[src/rtl/puf_pkg.sv]
`timescale 1ns/1ps
package puf_pkg;
    localparam int GATE_W       = 16;
    localparam int GATE_DEFAULT = 1024;
    localparam int SETTLE_CYC   = 3;

    typedef enum logic [1:0] {
        ST_IDLE,
        ST_SETTLE,
        ST_GATE,
        ST_DECIDE
    } puf_state_e;

    typedef struct packed {
        logic bit_val;
        logic tie;
    } cell_verdict_t;

    function automatic logic [GATE_W-1:0] effective_gate(input logic [GATE_W-1:0] req);
        return (req == '0) ? GATE_W'(GATE_DEFAULT) : req;
    endfunction
endpackage

[src/rtl/puf_sync_edge.sv]
`timescale 1ns/1ps
module puf_sync_edge (
    input  logic clk,
    input  logic rst,
    input  logic async_in,
    output logic rise_out
);
    logic meta_q, sync_q, prev_q;

    always_ff @(posedge clk) begin
        if (rst) begin
            meta_q <= 1'b0;
            sync_q <= 1'b0;
            prev_q <= 1'b0;
        end else begin
            meta_q <= async_in;
            sync_q <= meta_q;
            prev_q <= sync_q;
        end
    end

    assign rise_out = sync_q & ~prev_q;
endmodule

[src/rtl/puf_edge_counter.sv]
`timescale 1ns/1ps
module puf_edge_counter #(
    parameter int CNT_W = 16
) (
    input  logic             clk,
    input  logic             rst,
    input  logic             clr,
    input  logic             en,
    input  logic             inc,
    output logic [CNT_W-1:0] count
);
    always_ff @(posedge clk) begin
        if (rst || clr)
            count <= '0;
        else if (en && inc && (count != '1))
            count <= count + 1'b1;
    end

    // a cleared counter starts its window from zero
    assert_clr_zero_R2: assert property (@(posedge clk) disable iff (rst)
        clr |=> (count == '0));
endmodule

[src/rtl/puf_key_shift.sv]
`timescale 1ns/1ps
module puf_key_shift
    import puf_pkg::*;
#(
    parameter int KEY_BITS = 64,
    parameter int CNT_W    = 16
) (
    input  logic                clk,
    input  logic                rst,
    input  logic                wipe,
    input  logic                begin_gen,
    input  logic                decide,
    input  logic [CNT_W-1:0]    cnt_a,
    input  logic [CNT_W-1:0]    cnt_b,
    output logic [KEY_BITS-1:0] key_q,
    output logic                tie_q
);
    cell_verdict_t verdict;

    always_comb begin
        verdict.bit_val = (cnt_b > cnt_a);
        verdict.tie     = (cnt_b == cnt_a);
    end

    always_ff @(posedge clk) begin
        if (rst || wipe) begin
            key_q <= '0;
            tie_q <= 1'b0;
        end else if (begin_gen) begin
            key_q <= '0;
            tie_q <= 1'b0;
        end else if (decide) begin
            key_q <= {verdict.bit_val, key_q[KEY_BITS-1:1]};
            tie_q <= tie_q | verdict.tie;
        end
    end

    // equal counts shift in a zero and raise the tie flag
    assert_tie_zero_R4: assert property (@(posedge clk) disable iff (rst)
        (decide && !wipe && (cnt_a == cnt_b)) |=> (!key_q[KEY_BITS-1] && tie_q));

    // a faster second oscillator shifts in a one
    assert_faster_one_R2: assert property (@(posedge clk) disable iff (rst)
        (decide && !wipe && (cnt_b > cnt_a)) |=> key_q[KEY_BITS-1]);
endmodule

[src/rtl/ro_puf_keygen.sv]
`timescale 1ns/1ps
module ro_puf_keygen
    import puf_pkg::*;
#(
    parameter int KEY_BITS = 64,
    parameter int CNT_W    = 16
) (
    input  logic                clk,
    input  logic                rst,
    input  logic                start,
    input  logic                clear,
    input  logic [GATE_W-1:0]   gate_len,
    input  logic [KEY_BITS-1:0] osc_a,
    input  logic [KEY_BITS-1:0] osc_b,
    output logic [KEY_BITS-1:0] key,
    output logic                key_valid,
    output logic                busy,
    output logic                tie_flag
);
    localparam int IDX_W = $clog2(KEY_BITS);
    localparam int SET_W = $clog2(SETTLE_CYC + 1);

    puf_state_e        state;
    logic [IDX_W-1:0]  idx;
    logic [GATE_W-1:0] timer, gate_q;
    logic [SET_W-1:0]  settle_cnt;
    logic              valid_q;

    logic [1:0]        mux_bit, rise;
    logic [CNT_W-1:0]  cnt [2];
    logic              cnt_clr, cnt_en, begin_gen, decide;
    logic [KEY_BITS-1:0] key_q;

    assign mux_bit[0] = osc_a[idx];
    assign mux_bit[1] = osc_b[idx];
    assign cnt_clr    = (state == ST_SETTLE);
    assign cnt_en     = (state == ST_GATE);
    assign begin_gen  = (state == ST_IDLE) && start && !clear;
    assign decide     = (state == ST_DECIDE);

    for (genvar ch = 0; ch < 2; ch++) begin : g_chan
        puf_sync_edge u_sync (
            .clk      (clk),
            .rst      (rst),
            .async_in (mux_bit[ch]),
            .rise_out (rise[ch])
        );
        puf_edge_counter #(.CNT_W(CNT_W)) u_cnt (
            .clk   (clk),
            .rst   (rst),
            .clr   (cnt_clr),
            .en    (cnt_en),
            .inc   (rise[ch]),
            .count (cnt[ch])
        );
    end

    puf_key_shift #(.KEY_BITS(KEY_BITS), .CNT_W(CNT_W)) u_shift (
        .clk       (clk),
        .rst       (rst),
        .wipe      (clear),
        .begin_gen (begin_gen),
        .decide    (decide),
        .cnt_a     (cnt[0]),
        .cnt_b     (cnt[1]),
        .key_q     (key_q),
        .tie_q     (tie_flag)
    );

    always_ff @(posedge clk) begin
        if (rst || clear) begin
            state      <= ST_IDLE;
            idx        <= '0;
            timer      <= '0;
            gate_q     <= '0;
            settle_cnt <= '0;
            valid_q    <= 1'b0;
        end else begin
            case (state)
                ST_IDLE: if (start) begin
                    state      <= ST_SETTLE;
                    idx        <= '0;
                    settle_cnt <= '0;
                    gate_q     <= effective_gate(gate_len);
                    valid_q    <= 1'b0;
                end
                ST_SETTLE: begin
                    if (settle_cnt == SET_W'(SETTLE_CYC - 1)) begin
                        state <= ST_GATE;
                        timer <= '0;
                    end else begin
                        settle_cnt <= settle_cnt + 1'b1;
                    end
                end
                ST_GATE: begin
                    if (timer == gate_q - GATE_W'(1))
                        state <= ST_DECIDE;
                    else
                        timer <= timer + 1'b1;
                end
                ST_DECIDE: begin
                    if (idx == IDX_W'(KEY_BITS - 1)) begin
                        state   <= ST_IDLE;
                        valid_q <= 1'b1;
                    end else begin
                        idx        <= idx + 1'b1;
                        settle_cnt <= '0;
                        state      <= ST_SETTLE;
                    end
                end
                default: state <= ST_IDLE;
            endcase
        end
    end

    assign busy      = (state != ST_IDLE);
    assign key_valid = valid_q;
    assign key       = valid_q ? key_q : '0;

    // an accepted start makes the block busy on the next cycle
    assert_start_busy_R6: assert property (@(posedge clk) disable iff (rst)
        begin_gen |=> busy);

    // a valid key is never reported while still generating
    assert_valid_idle_R6: assert property (@(posedge clk) disable iff (rst)
        key_valid |-> !busy);

    // start during a gate or settle phase moves neither state nor cell
    assert_ignore_start_R7: assert property (@(posedge clk) disable iff (rst)
        (start && !clear && (state == ST_SETTLE || state == ST_GATE)) |=> (busy && $stable(idx)));

    // clear wipes every output within one cycle
    assert_clear_wipe_R8: assert property (@(posedge clk) disable iff (rst)
        clear |=> (!key_valid && (key == '0) && !busy && !tie_flag));

    // the key completes only after the last cell has been decided
    assert_valid_last_R3: assert property (@(posedge clk) disable iff (rst)
        $rose(key_valid) |-> $past(decide && (idx == IDX_W'(KEY_BITS - 1))));
endmodule

[config.mk]
export PLATFORM = sky130hd
export DESIGN_NAME = ro_puf_keygen
export DESIGN_NICKNAME = d
export VERILOG_FILES = /design/src/rtl/puf_pkg.sv /design/src/rtl/puf_sync_edge.sv /design/src/rtl/puf_edge_counter.sv /design/src/rtl/puf_key_shift.sv /design/src/rtl/ro_puf_keygen.sv
export SDC_FILE = /design/constraint.sdc
export NUM_CORES = 1
export LEC_CHECK = 0
export ABC_AREA = 0
export CAP_MARGIN = 10
export CORE_UTILIZATION = 30
export DETAILED_ROUTE_END_ITERATION = 16
export HOLD_SLACK_MARGIN = 0.12
export PLACE_DENSITY = 0.59
export SLEW_MARGIN = 20
export SYNTH_ARGS = -nofsm -noshare
export SYNTH_HDL_FRONTEND = slang
export SYNTH_SLANG_ARGS = --single-unit
[constraint.sdc]
create_clock -name clk -period 3.33 [get_ports clk]
set_input_delay 0.999 -clock clk [delete_from_list [all_inputs] [get_ports clk]]
set_output_delay 0.999 -clock clk [all_outputs]
set_load 0.02 [all_outputs]
; Word-level counts from Yosys, hierarchy flattened
; Cells that the tools add are included.
; W data, S select, Z words.
[totals]
regBits = 146
input_bits = 148
output_inout_bits = 67
[classes]
n_addsub = 6
n_lt_le_gt_ge = 2
eq_ne = 16
mux = 24
bitwise_logic = 5
reduce_logical = 22
[ops]
columns = operator, count
row1 = $mux W64, 1
row2 = $add A16 B1 Y16 const B, 3
row3 = $mux W16, 3
row4 = $eq A16 B16 Y1, 2
row5 = $ne A16 B16 Y1 const B, 2
row6 = $pmux W16 S2, 1
row7 = $gt A16 B16 Y1, 1
row8 = $logic_not A16 Y1, 1
row9 = $sub A16 B1 Y16 const B, 1
row10 = $bmux W1 S6, 2
row11 = $mux W2, 6
row12 = $mux W6, 2
row13 = $ne A2 B2 Y1 const B, 6
row14 = $pmux W6 S2, 1
row15 = $reduce_and A3 Y1, 4
row16 = $pmux W2 S4, 1
row17 = $lt A6 B7 Y1 const B, 1
row18 = $add A6 B1 Y6 const B, 1
row19 = $eq A2 B2 Y1 const B, 3
row20 = $eq A6 B6 Y1 const B, 1
row21 = $logic_and A1 B1 Y1, 6
row22 = $pmux W2 S3, 1
row23 = $reduce_bool A2 Y1, 3
row24 = $mux W1, 5
row25 = 14 further kinds, 17

; Depth between registers and ports, before layout
; Gate-level depths: netlist (run 1).
[depth]
ltp_word = 4
depth_mapped = 11
mapped_depth_nobuf = 10

; Hierarchy
; A second synthesis (run 1) with hierarchy kept.
[unflattened]
hier_cells = 970
area_unflattened_um2 = 8802.2
[by_module_without_submodules]
columns = module, instances, cells_per_inst, area_per_inst_um2, seq_area_each_um2
row1 = ro_puf_keygen, 1, 481, 4222.8, 860.8
row2 = puf_key_shift, 1, 267, 2677.6, 1301.2
row3 = puf_edge_counter, 2, 104, 863.3, 320.3
row4 = puf_sync_edge, 2, 7, 87.6, 60.1

; Least setup slack after synthesis (run 1)
; Ideal clock, no wire load.
[synth_timing]
path_type = register to register
start = register idx[0]
end = register g_chan[1].u_sync.meta_q
arrival_time_ps = 2818
required_ps = 3216
setup_slack_ps = 398
stages_incl_launch_ff = 7
path_buffers = 2
synth_period_minus_slack_ps = 2932
cell_sequence = dfxtp_1 -> clkbuf_1 -> buf_1 -> mux4_2 -> mux4_2 -> mux4_2 -> nor2b_1
[synth_via]
elab_chain_len = 2
[synth_lines]
columns = element, line
row1 = start: declaration, ro_puf_keygen.sv:24  ; logic [IDX_W-1:0] idx;
row2 = start signal: assignment, ro_puf_keygen.sv:106  ; idx <= idx + 1'b1;
row3 = $bmux W1 S6, ro_puf_keygen.sv:35  ; assign mux_bit[1] = osc_b[idx];
row4 = $mux W1 (not written as such), ro_puf_keygen.sv:35
row5 = end signal: assignment, puf_sync_edge.sv:16  ; meta_q <= async_in;
row6 = end: declaration, puf_sync_edge.sv:8  ; logic meta_q, sync_q, prev_q;
; No other way between the ends. The select of a mux whose other input is x is not followed.
; A chain may end at the register's enable or synchronous reset.

; Worst setup path after layout (run 1)
[layout_timing]
start = register valid_q, in the netlist key_valid
end = output key[28]
[layout_via]
elab_chain_len = 1
[layout_lines]
columns = element, line
row1 = start: declaration, ro_puf_keygen.sv:27  ; logic valid_q;
row2 = start signal: assignment, ro_puf_keygen.sv:77  ; valid_q <= 1'b0;
row3 = start signal: assignment, ro_puf_keygen.sv:85  ; valid_q <= 1'b0;
row4 = start signal: assignment, ro_puf_keygen.sv:104  ; valid_q <= 1'b1;
row5 = $mux W64, ro_puf_keygen.sv:118  ; assign key = valid_q ? key_q : '0;
row6 = end: declaration, ro_puf_keygen.sv:15  ; output logic [KEY_BITS-1:0] key,
; No other way between the ends.

==> results of run 1 <==
[final cells by class]
type                    instances  area [sq um]  share of cell area
clock buffers                  17         425.4             0.03697
clock inverters                15         187.7             0.01631
inverters                      30         112.6            0.009787
multi-input cells             660          5067              0.4404
flip-flops and latches        146          2925              0.2542
well taps                     372         465.4             0.04045
repair buffers                233          2322              0.2018
[through the flow]
step / setup WS (ns) / total power, W / cell area [sq um] / hold slack [ns]
global placement: 0.1869 / 0.002262 / 10890 / 0.4653
global route: 0.08030 / 0.004335 / 11510 / 0.4931
detailed placement: 0.1944 / 0.002267 / 10890 / 0.4627
CTS: 0.2236 / 0.004227 / 11500 / 0.4747
finish: 0.2599 / 0.004173 / 11510 / 0.4701
floorplan: 0.3983 / 0.002023 / 8357 / 0.4138
[flip-flops by register name, indices dropped and copies added (netlist names)]
signal	flops
idx	6
settle_cnt	2
u_shift.tie_q	1
gate_q	16
g_chan.u_sync.prev_q	2
state	2
g_chan.u_sync.sync_q	2
u_shift.key_q	64
g_chan.u_sync.meta_q	2
timer	16
g_chan.u_cnt.count	32
key_valid	1
[power by group through the flow]
stage	clock network (W)	registers, W	logic [W]
2_1_floorplan	0	0.00181	0.000217
3_3_place_gp	0	0.00181	0.000449
3_5_place_dp	0	0.00181	0.000454
4_1_cts	0.00200	0.00177	0.000456
5_1_grt	0.00207	0.00177	0.000490
6_report	0.00195	0.00177	0.000454
[cell families (layout without fill, tap and decap cells)]
group           count (synthesis)  in the layout  synth area share
simple gates                  371            371            0.2292
compound gates                100            100           0.08474
xor+xnor                       51             51           0.05345
fa+ha+maj                      27             27           0.04042
flops                         146            146            0.3498
mux                           111            111            0.1960
buf+inv                        82            295           0.04641
[layer usage]
| layer | routed length [um] | vias up | part of all wire | track usage |
|---|---|---|---|---|
| li1 | - | 3553 | - | - |
| met1 | 10230 | 3390 | 0.45 | 0.2025 |
| met2 | 10460 | 169 | 0.46 | 0.2727 |
| met3 | 1557 | 28 | 0.069 | 0.05097 |
| met4 | 323 | 0 | 0.014 | 0.04941 |
| met5 | 0 | - | 0 | 0 |
[repair_timing]
| action | 4_1_cts | 5_1_grt |
|---|---|---|
| buffers inserted | 0 | 0 |
| setup endpoints to repair | 0 | 5 |
| gates resized for setup | 0 | 1 |
[worst max path at each step]
stage	end	slack, ns	cells after the start
final	key[28]	0.26	3
after floorplan	g_chan[1].u_sync.meta_q$_SDFF_PP0_	0.40	6
after detailed placement	g_chan[0].u_sync.meta_q$_SDFF_PP0_	0.19	5
after CTS	key[27]	0.22	3
after global routing	timer[6]$_SDFFE_PP0P_	0.08	10
after global placement	g_chan[0].u_sync.meta_q$_SDFF_PP0_	0.19	5
[layout by cell type, fill, tap and decap left out, drive strengths merged, types with 3 or more instances in the layout]
master	count
o21ai	18
clkinv	7
or2	3
a21oi	26
or4	5
xnor2	29
mux2i	68
clkdlybuf4s50	214
dfxtp	146
and3	10
nor3	16
nand3b	4
inv	37
o21a	5
nor2b	12
nor2	129
o22ai	3
a22o	11
o31ai	3
or3	7
ha	27
o211ai	3
clkbuf	17
xor2	22
nand2b	8
nand4	14
nor4	12
and4	4
mux4	42
buf	19
nand3	26
and2	68
nand2	44
a31oi	7
==> results.sh, run 1 <==
export IMPL_combPwrFrac=0.109
export IMPL_r2r_start="gate_q[0]$_SDFFE_PP0P_"
export IMPL_ys_top_cells_by_count="dfxtp_1 (146), nor2_1 (129), and2_1 (68), mux2i_1 (68), nand2_1 (44)"
export IMPL_drive_gt1_frac=0.1081
export IMPL_antenna_found_initial=0
export IMPL_port_buffers=214
export IMPL_drv_slew=0
export IMPL_core_area_sq_um=27180
export IMPL_tightest_slew_ns=0.7604
export IMPL_via_per_inst=4.847
export IMPL_ioPinCount=215
export IMPL_initial_core_util=0.3075
export IMPL_cp_end_kind="output pin"
export IMPL_synth_largest_area_cell="dfxtp_1"
export IMPL_vdd_drop_max_uv=327.2
export IMPL_crit_family="buffers and inverters"
export IMPL_grt_overflow=0
export IMPL_die_w_um=168.9
export IMPL_p_sw_w=0.001124
export IMPL_setup_violations_final=0
export IMPL_fin_crit_ns=3.070
export IMPL_synthesis_nets=1063
export IMPL_first_iter_violations=277
export IMPL_power_frac_seq=0.425
export IMPL_hold_path_class="register to register"
export IMPL_powerDensity_nw_per_um2=362.7
export IMPL_cellLeakagePower_nw=3.893
export IMPL_regToRegSetupSlack_ns=0.28
export IMPL_cp_start_kind="register"
export IMPL_r2r_cells=10
export IMPL_vias=7140
export IMPL_max_stage_delay_ns=0.66
export IMPL_path_cells="buf_4, and2_1, clkdlybuf4s50_1"
export IMPL_maxSlewHeadroom=0.4877
export IMPL_yosys_cell_types_count=71
export IMPL_clock_path_buffers=2
export IMPL_syn_area_per_cell_sq_um=9.411
export IMPL_fin_crit_sh=0.9220
export IMPL_async_reset_ff_frac=0
export IMPL_ys_seq_elements=146
export IMPL_yosys_area_top_type_share=0.3498
export IMPL_grt_pass1_wl_um=37340
export IMPL_hold_path_end="g_chan[0].u_sync.prev_q$_SDFF_PP0_"
export IMPL_r2r_end="timer[14]$_SDFFE_PP0P_"
export IMPL_fin_cells=1473
export IMPL_critPathMaxFanout=67
export IMPL_placed_cells=1441
export IMPL_fp_dieArea_sq_um=28530
export IMPL_worstPathArrival_ns=2.07
export IMPL_hold_start="g_chan[0].u_sync.sync_q$_SDFF_PP0_"
export IMPL_drv_cap=0
export IMPL_synth_ff_type="dfxtp_1"
export IMPL_ctsHoldBuffers=0
export IMPL_grt_pass1_vias=7313
export IMPL_swShare=0.2692
export IMPL_skew_ns=0.009090
export IMPL_outcome="finished clean"
export IMPL_wirelength_um=22580
export IMPL_cts_buffers=17
export IMPL_hpwl_um=17030
export IMPL_yosysMostFrequentCell="dfxtp_1"
export IMPL_layout_nets=1263
export IMPL_routedWlPerCell_um=15.33
export IMPL_cts_tree="yes"
export IMPL_clkPwrFrac=0.466
export IMPL_clock_latency_ns=0.43
export IMPL_cp_required_ns=2.33
export IMPL_max_freq_ghz=0.3257
export IMPL_synthCells=888
export IMPL_rows=60
export IMPL_final_util=0.4234
export IMPL_fillers=2688
export IMPL_grtUsageTotal=0.1641
export IMPL_cts_max_level=4
export IMPL_ys_warn_count=0
export IMPL_p_int_w=0.003050
export IMPL_detail_route_antenna_nets=0
export IMPL_grt_max_degree=68
export IMPL_die_h_um=168.9
export IMPL_first_pass_iters=4
export IMPL_ys_seq_area_frac=0.3498
export IMPL_synthToLayoutAreaGrowth_pct=37.68
export IMPL_finalSetupTns_ns=0
export IMPL_synth_edf_count=0
export IMPL_clock_sinks=146
export IMPL_syn_cell_area_sq_um=8357
export IMPL_cts_root_buf="clkbuf_16"
export IMPL_clkTransAtPathRegs_ns=0.07
export IMPL_gp_congestion=0.8361
export IMPL_synth_area_top_cells="dfxtp_1 (35%), mux4_2 (11%), mux2i_1 (8.1%)"
export IMPL_cpMaxStageDelayCell="clkdlybuf4s50_1"
export IMPL_holdPathStages=1
export IMPL_drc_errors=0
export IMPL_diodes=0
export IMPL_crit_buf_inv=2
export IMPL_critPathKind="register to output pin"
export IMPL_final_hold_violation_count=0
export IMPL_rsz0062_at_grt="false"
export IMPL_startpoint="key_valid$_SDFFE_PP0P_"
(Power assumes the default switching activity.)
==> run 2: changes to the inputs <==
--- a/config.mk
+++ b/config.mk
@@ -6,7 +6,7 @@
 export NUM_CORES = 1
 export LEC_CHECK = 0
 export ABC_AREA = 0
-export CAP_MARGIN = 10
+export CAP_MARGIN = 15
 export CORE_UTILIZATION = 30
 export DETAILED_ROUTE_END_ITERATION = 16
 export HOLD_SLACK_MARGIN = 0.12
==> results of run 2 <==
No change in the layout: final DEF, timing and power equal those of run 1.
